$ cat config.mk
export PLATFORM = sky130hd
export DESIGN_NAME = bsr_top
export DESIGN_NICKNAME = d
export VERILOG_FILES = /design/src/rtl/bsr_pkg.sv /design/src/rtl/bsr_chain.sv /design/src/rtl/bsr_shadow.sv /design/src/rtl/bsr_pinmux.sv /design/src/rtl/bsr_top.sv
export SDC_FILE = /design/constraint.sdc
export NUM_CORES = 1
export LEC_CHECK = 0
export BUFFER_PORTS_ARGS = -buffer_cell sky130_fd_sc_hd__buf_2
export CORE_MARGIN = 3
export CORE_UTILIZATION = 30
export DETAILED_ROUTE_END_ITERATION = 10
export GPL_ROUTABILITY_DRIVEN = 0
export MAX_ROUTING_LAYER = met4
export PLACE_DENSITY = 0.62
export SYNTH_ARGS = -nofsm -noshare
export SYNTH_HDL_FRONTEND = slang
export SYNTH_SLANG_ARGS = --single-unit
$ cat constraint.sdc
create_clock -name tck -period 1.1 [get_ports tck]
set_input_delay 0.165 -clock tck [delete_from_list [all_inputs] [get_ports tck]]
set_output_delay 0.165 -clock tck [all_outputs]
set_load 0.02 [all_outputs]
$ cat src/rtl/bsr_pkg.sv
package bsr_pkg;

    typedef enum logic [1:0] {
        BSR_FUNC   = 2'd0,
        BSR_SAMPLE = 2'd1,
        BSR_EXTEST = 2'd2
    } bsr_mode_e;

    typedef struct packed {
        logic capture;
        logic shift;
        logic update;
    } bsr_ctl_t;

    function automatic bsr_mode_e decode_mode(input logic ext, input logic smp);
        if (ext)      return BSR_EXTEST;
        else if (smp) return BSR_SAMPLE;
        else          return BSR_FUNC;
    endfunction

    function automatic int oe_cell(input int pin);
        return 2 * pin;
    endfunction

    function automatic int dat_cell(input int pin);
        return 2 * pin + 1;
    endfunction

    function automatic int chain_len(input int npins, input int nspare);
        return 2 * (npins + nspare) + 1;
    endfunction

endpackage

$ cat src/rtl/bsr_chain.sv
module bsr_chain
    import bsr_pkg::*;
#(
    parameter int NPINS  = 8,
    parameter int NSPARE = 2
) (
    input  logic                 tck,
    input  logic                 rst,
    input  logic                 sel,
    input  bsr_ctl_t             ctl,
    input  logic [2*NPINS:0]     cap_in,
    input  logic                 tdi,
    output logic [2*NPINS:0]     par_out,
    output logic                 tdo
);
    localparam int LEN = chain_len(NPINS, NSPARE);
    localparam int VIS = 2 * NPINS + 1;

    logic [LEN-1:0] cells;
    logic [LEN-1:0] cap_full;

    for (genvar p = 0; p < NPINS; p++) begin : g_pin
        assign cap_full[oe_cell(p)]  = cap_in[oe_cell(p)];
        assign cap_full[dat_cell(p)] = cap_in[dat_cell(p)];
        assign par_out[oe_cell(p)]   = cells[oe_cell(p)];
        assign par_out[dat_cell(p)]  = cells[dat_cell(p)];
    end

    for (genvar n = 0; n < NSPARE; n++) begin : g_spare
        assign cap_full[oe_cell(NPINS + n)]  = 1'b0;
        assign cap_full[dat_cell(NPINS + n)] = 1'b0;
    end

    assign cap_full[LEN-1] = cap_in[VIS-1];
    assign par_out[VIS-1]  = cells[LEN-1];

    always_ff @(posedge tck) begin
        if (rst)
            cells <= '0;
        else if (sel && ctl.capture)
            cells <= cap_full;
        else if (sel && ctl.shift)
            cells <= {tdi, cells[LEN-1:1]};
    end

    assign tdo = cells[0];
endmodule

$ cat src/rtl/bsr_shadow.sv
module bsr_shadow #(
    parameter int W = 17
) (
    input  logic         tck,
    input  logic         rst,
    input  logic         load,
    input  logic [W-1:0] d,
    output logic [W-1:0] q
);
    always_ff @(negedge tck) begin
        if (rst)
            q <= '0;
        else if (load)
            q <= d;
    end
endmodule

$ cat src/rtl/bsr_pinmux.sv
module bsr_pinmux
    import bsr_pkg::*;
#(
    parameter int NPINS = 8
) (
    input  bsr_mode_e          mode,
    input  logic [NPINS-1:0]   lat_oe,
    input  logic [NPINS-1:0]   lat_do,
    input  logic               lat_wpu,
    input  logic [NPINS-1:0]   core_oe,
    input  logic [NPINS-1:0]   core_do,
    input  logic               core_wpu_en,
    input  logic [NPINS-1:0]   pad_di,
    output logic [NPINS-1:0]   pad_oe,
    output logic [NPINS-1:0]   pad_do,
    output logic               pad_wpu_en,
    output logic [NPINS-1:0]   core_di
);
    always_comb begin
        if (mode == BSR_EXTEST) begin
            pad_oe     = lat_oe;
            pad_do     = lat_do;
            pad_wpu_en = lat_wpu;
            core_di    = '1;
        end else begin
            pad_oe     = core_oe;
            pad_do     = core_do;
            pad_wpu_en = core_wpu_en;
            core_di    = pad_di;
        end
    end
endmodule

$ cat src/rtl/bsr_top.sv
module bsr_top
    import bsr_pkg::*;
#(
    parameter int PORTS  = 2,
    parameter int PORT_W = 4,
    parameter int NSPARE = 2
) (
    input  logic                      tck,
    input  logic                      tap_rst,
    input  logic                      instr_extest,
    input  logic                      instr_sample,
    input  logic                      st_capture,
    input  logic                      st_shift,
    input  logic                      st_update,
    input  logic                      tdi,
    output logic                      tdo,
    input  logic [PORTS*PORT_W-1:0]   core_oe,
    input  logic [PORTS*PORT_W-1:0]   core_do,
    output logic [PORTS*PORT_W-1:0]   core_di,
    input  logic                      core_wpu_en,
    output logic [PORTS*PORT_W-1:0]   pad_oe,
    output logic [PORTS*PORT_W-1:0]   pad_do,
    input  logic [PORTS*PORT_W-1:0]   pad_di,
    output logic                      pad_wpu_en
);
    localparam int NPINS = PORTS * PORT_W;
    localparam int VIS   = 2 * NPINS + 1;

    bsr_mode_e      mode;
    logic           sel;
    bsr_ctl_t       ctl;
    logic [VIS-1:0] cap_vec;
    logic [VIS-1:0] par_vec;
    logic [VIS-1:0] lat_vec;
    logic [NPINS-1:0] lat_oe;
    logic [NPINS-1:0] lat_do;

    assign mode = decode_mode(instr_extest, instr_sample);
    assign sel  = (mode != BSR_FUNC);
    assign ctl  = '{capture: st_capture, shift: st_shift, update: st_update};

    for (genvar p = 0; p < NPINS; p++) begin : g_map
        assign cap_vec[oe_cell(p)]  = core_oe[p];
        assign cap_vec[dat_cell(p)] = pad_di[p];
        assign lat_oe[p]            = lat_vec[oe_cell(p)];
        assign lat_do[p]            = lat_vec[dat_cell(p)];
    end
    assign cap_vec[VIS-1] = core_wpu_en;

    bsr_chain #(.NPINS(NPINS), .NSPARE(NSPARE)) u_chain (
        .tck     (tck),
        .rst     (tap_rst),
        .sel     (sel),
        .ctl     (ctl),
        .cap_in  (cap_vec),
        .tdi     (tdi),
        .par_out (par_vec),
        .tdo     (tdo)
    );

    bsr_shadow #(.W(VIS)) u_shadow (
        .tck  (tck),
        .rst  (tap_rst),
        .load (sel && ctl.update),
        .d    (par_vec),
        .q    (lat_vec)
    );

    bsr_pinmux #(.NPINS(NPINS)) u_mux (
        .mode        (mode),
        .lat_oe      (lat_oe),
        .lat_do      (lat_do),
        .lat_wpu     (lat_vec[VIS-1]),
        .core_oe     (core_oe),
        .core_do     (core_do),
        .core_wpu_en (core_wpu_en),
        .pad_di      (pad_di),
        .pad_oe      (pad_oe),
        .pad_do      (pad_do),
        .pad_wpu_en  (pad_wpu_en),
        .core_di     (core_di)
    );
endmodule

* Yosys cells after proc, flatten, opt, wreduce, memory -nomap -nowiden *
Cells that the tools add are included.

storage, ports and cells
  register bits = 38
  latch bits = 0
  bits in writable memories = 0
  ROM bits = 0
  bits of input ports = 33
  output and inout port bits = 26
  word-level logic and storage cells = 18
  memories kept = 0

operators by class
  add/sub/neg operators = 0
  multiply operators = 0
  div/mod/pow operators = 0
  order comparisons = 0
  eq/ne operators = 1
  shift-type cells = 0
  muxes and demuxes = 8
  bitwise operators = 0
  reduce and logical (&&, ||, !) cells = 6

operators with widths
  operator            number
  $mux 21             2
  $mux 8              3
  $reduce_bool 2->1   2
  $logic_and 1x1->1   3
  $eq 2x2->1 const B  1
  $mux 1              2
  $mux 2              1
  $reduce_or 2->1     1

* Longest topological paths before layout *
  depth after elaboration = 6
  depth in mapped cells = 6
  mapped depth without buffers = 3

* By module *
From an unflattened synthesis, not the netlist that was laid out.

second synthesis, totals
  cells, all modules = 216
  area total of the unflattened synthesis = 2078.2 um^2

by module, submodules not included
  module      instances  cells an instance  area an instance (um^2)
  bsr_chain   1          128                1094.8
  bsr_shadow  1          56                 618.1
  bsr_pinmux  1          29                 342.8
  bsr_top     1          3                  22.5

==> results.py <==
metrics = {
    "critical_path": {
        "critPathSlowestCell": "dfxtp_2",
        "crit_path_start_kind": "register",
        "critPathMaxStageDelay_ps": 310,
        "required_ps": 940,
        "cp_max_fo": 2,
        "worst_setup_path_end_kind": "primary output",
        "criticalPathCategory": "reg -> out",
        "arrival_ps": 1590,
        "crit_path_cell_trace": "mux2_4 > buf_6",
    },
    "floorplanning": {
        "rows": 28,
        "ios": 59,
        "die_w_um": 85.0,
        "coreArea_mm2": 0.00599,
        "die-area_mm2": 0.00722,
        "die_h_um": 85.0,
        "initial_core_util_pct": 31.2,
    },
    "routing": {
        "vias": 1873,
        "routed_wirelength_mm": 5.27,
        "detail-route-antenna-nets": 0,
        "drt_iter0_markers": 132,
        "first_pass_iters": 4,
        "routed_via_density": 4.78,
        "drcViolationCount": 0,
        "routedWlPerCell_um": 13.4,
    },
    "timing": {
        "setup_viol": 34,
        "tightest_slew_ps": 403,
        "slew_violations": 0,
        "rsz0062_at_grt": "true",
        "fin_skew_ps": 60.9,
        "setup_slack_ps": -659,
        "hold_violations": 0,
        "max_slew_margin_pct": 73.0,
    },
    "logic_synthesis": {
        "synth_edf_count": 0,
        "yosysTopAreaCellShare_pct": 40.7,
        "synth_cells": 198,
        "synthTopCellsByCount": "dfxtp_1, nand2_1, mux2_1, nor2_1, o32ai_1",
        "yosysUniqueCellTypes": 21,
        "synthMostInstantiatedCell": "dfxtp_1",
        "syn_avg_cell_area_um2": 9.45,
        "async_flop_share_pct": 0,
        "synth-seq-cells": 38,
        "ys.flop_type": "dfxtp_1",
        "synth_nets": 231,
        "synth.area.top_cells": "dfxtp_1, mux2_1, o32ai_1",
        "ys_seq_area_share_pct": 40.7,
        "synth_warnings": 0,
        "syn_area_mm2": 0.00187,
        "synth_top_area_cell": "dfxtp_1",
    },
    "power": {
        "p_int_uw": 2690,
        "p_sw_uw": 1200,
        "combPwrFrac_pct": 27.0,
        "clock_power_share_pct": 33.7,
        "power_switching_share_pct": 30.9,
        "seqPwrFrac_pct": 39.2,
        "cellLeakagePower_uw": 0.00150,
        "pwr_density_cell_mw_per_mm2": 1220,
        "power_uw": 3890,
        "peakVddDrop_mv": 0.593,
    },
    "cts": {
        "clockBufferDepth": 2,
        "cts_sinks": 38,
        "root_buffer": "clkbuf_8",
        "ctsHoldBuffers": 0,
        "clock_insertion_delay_worst_skew_ps": 350,
        "cts.htree.levels": 2,
        "cts_inserted_buffers": 5,
        "clkTransAtPathRegs_ps": 80,
        "cts_tree": "yes",
    },
    "status": {
        "violations": "setup timing",
        "status": "finished, violations left",
    },
    "placed_design": {
        "dp.cells": 360,
        "hpwl_mm": 3.45,
        "port_buffers": 58,
        "place_area_mm2": 0.00263,
    },
    "final_layout": {
        "final_util_pct": 53.4,
        "drive_above_1_share_pct": 66.9,
        "n_antenna_cell": 0,
        "finalInstanceArea_mm2": 0.00320,
        "num-nets-final": 349,
        "finalNonFillerCells": 392,
        "areaGrowthSynthToFinish_pct": 70.9,
    },
    "job": {
        "maxCapViolations": 0,
    },
    "grt": {
        "antenna_found_initial": 0,
        "grt-ovfl-total": 0,
        "grt_usage_pct": 15.4,
        "grt_max_degree": 19,
        "grt_first_pass_wirelength_mm": 8.69,
        "grt_pass1_vias": 1802,
    },
    "min_path": {
        "min_path_type": "in -> reg",
    },
}
-- layout by cell type (no fill, tap or decap), drive strengths merged --
cell | Yosys | routed
dfxtp | 38 | 38
o21ai | 3 | 3
mux2 | 17 | 17
mux2i | 4 | 4
inv | 1 | 18
or2 | 8 | 8
a21oi | 17 | 17
clkinvlp | 0 | 1
nor3 | 21 | 21
o21a | 2 | 2
clkbuf | 4 | 6
o22a | 1 | 1
o32ai | 17 | 17
buf | 14 | 113
nand2 | 34 | 34
nor2 | 17 | 17
-- through the flow --
| stage | setup TNS, ps | worst slack, ps | hold slack [ps] |
|---|---|---|---|
| 2_1_floorplan | -9000 | -391 | 347 |
| 3_3_place_gp | -15070 | -355 | 445 |
| 3_5_place_dp | -16020 | -364 | 450 |
| 4_1_cts | -12000 | -665 | 164 |
| 5_1_grt | -12690 | -704 | 178 |
| 6_report | -11820 | -659 | 167 |
-- metal layers --
metal  track usage, %  wire length [µm]
met5                -                 0
met4             5.04                89
met3             2.82               246
met2             24.1              2580
met1             20.2              2350
-- power groups by stage --
stage / sequential (µW) / clock [µW] / combinational (µW)
global route: 1540 / 1470 / 1130
detailed placement: 1540 / 100 / 853
floorplan: 1550 / 100 / 508
CTS: 1520 / 1350 / 1040
finish: 1530 / 1310 / 1050
global placement: 1540 / 100 / 845
-- repair_timing --
action | in CTS | in global routing
setup buffers | 5 | 1
pin swaps | 12 | 26
resized for setup | 62 | 31
hold endpoints to repair | 0 | 0
endpoints found under the setup margin | 24 | 35
gates cloned | 4 | 0
-- cell families after synthesis --
family          share of synthesized area (%)
buf+inv                                  6.42
mux                                      12.4
compound gates                           18.0
simple gates                             22.5
flops                                    40.7
-- layout make-up --
| type | instances | area, µm² |
|---|---|---|
| timing repair buffer | 113 | 951 |
| clock buffer | 6 | 93.8 |
| sequential | 38 | 777 |
| clock inverter | 19 | 75.1 |
| fill | 528 | 2790 |
| tap | 75 | 93.8 |
| multi-input combinational | 141 | 1210 |
-- state kept, by name, summed over array words and instances (netlist names) --
| register | flops |
|---|---|
| u_shadow.q | 17 |
| u_chain.cells | 21 |
-- critical path, delay by kind of cell (launching register included) --
kind | cells | cell delay [ps]
buffers and inverters | 1 | 130
flip-flops | 1 | 310
multiplexers | 1 | 250
-- final timing paths --
| check | start | endpoint | slack (ps) | depth (start not counted) |
|---|---|---|---|---|
| max | u_shadow.q[0] | pad_oe[0] | -660 | 2 |
| min | core_oe[7] | u_chain.cells[14] | 170 | 3 |
| max reg2reg | u_chain.cells[7] | u_shadow.q[7] | -10 | 2 |
| min reg2reg | u_shadow.q[2] | u_shadow.q[2] | 440 | 2 |
Power figures use the tool's default switching activity.
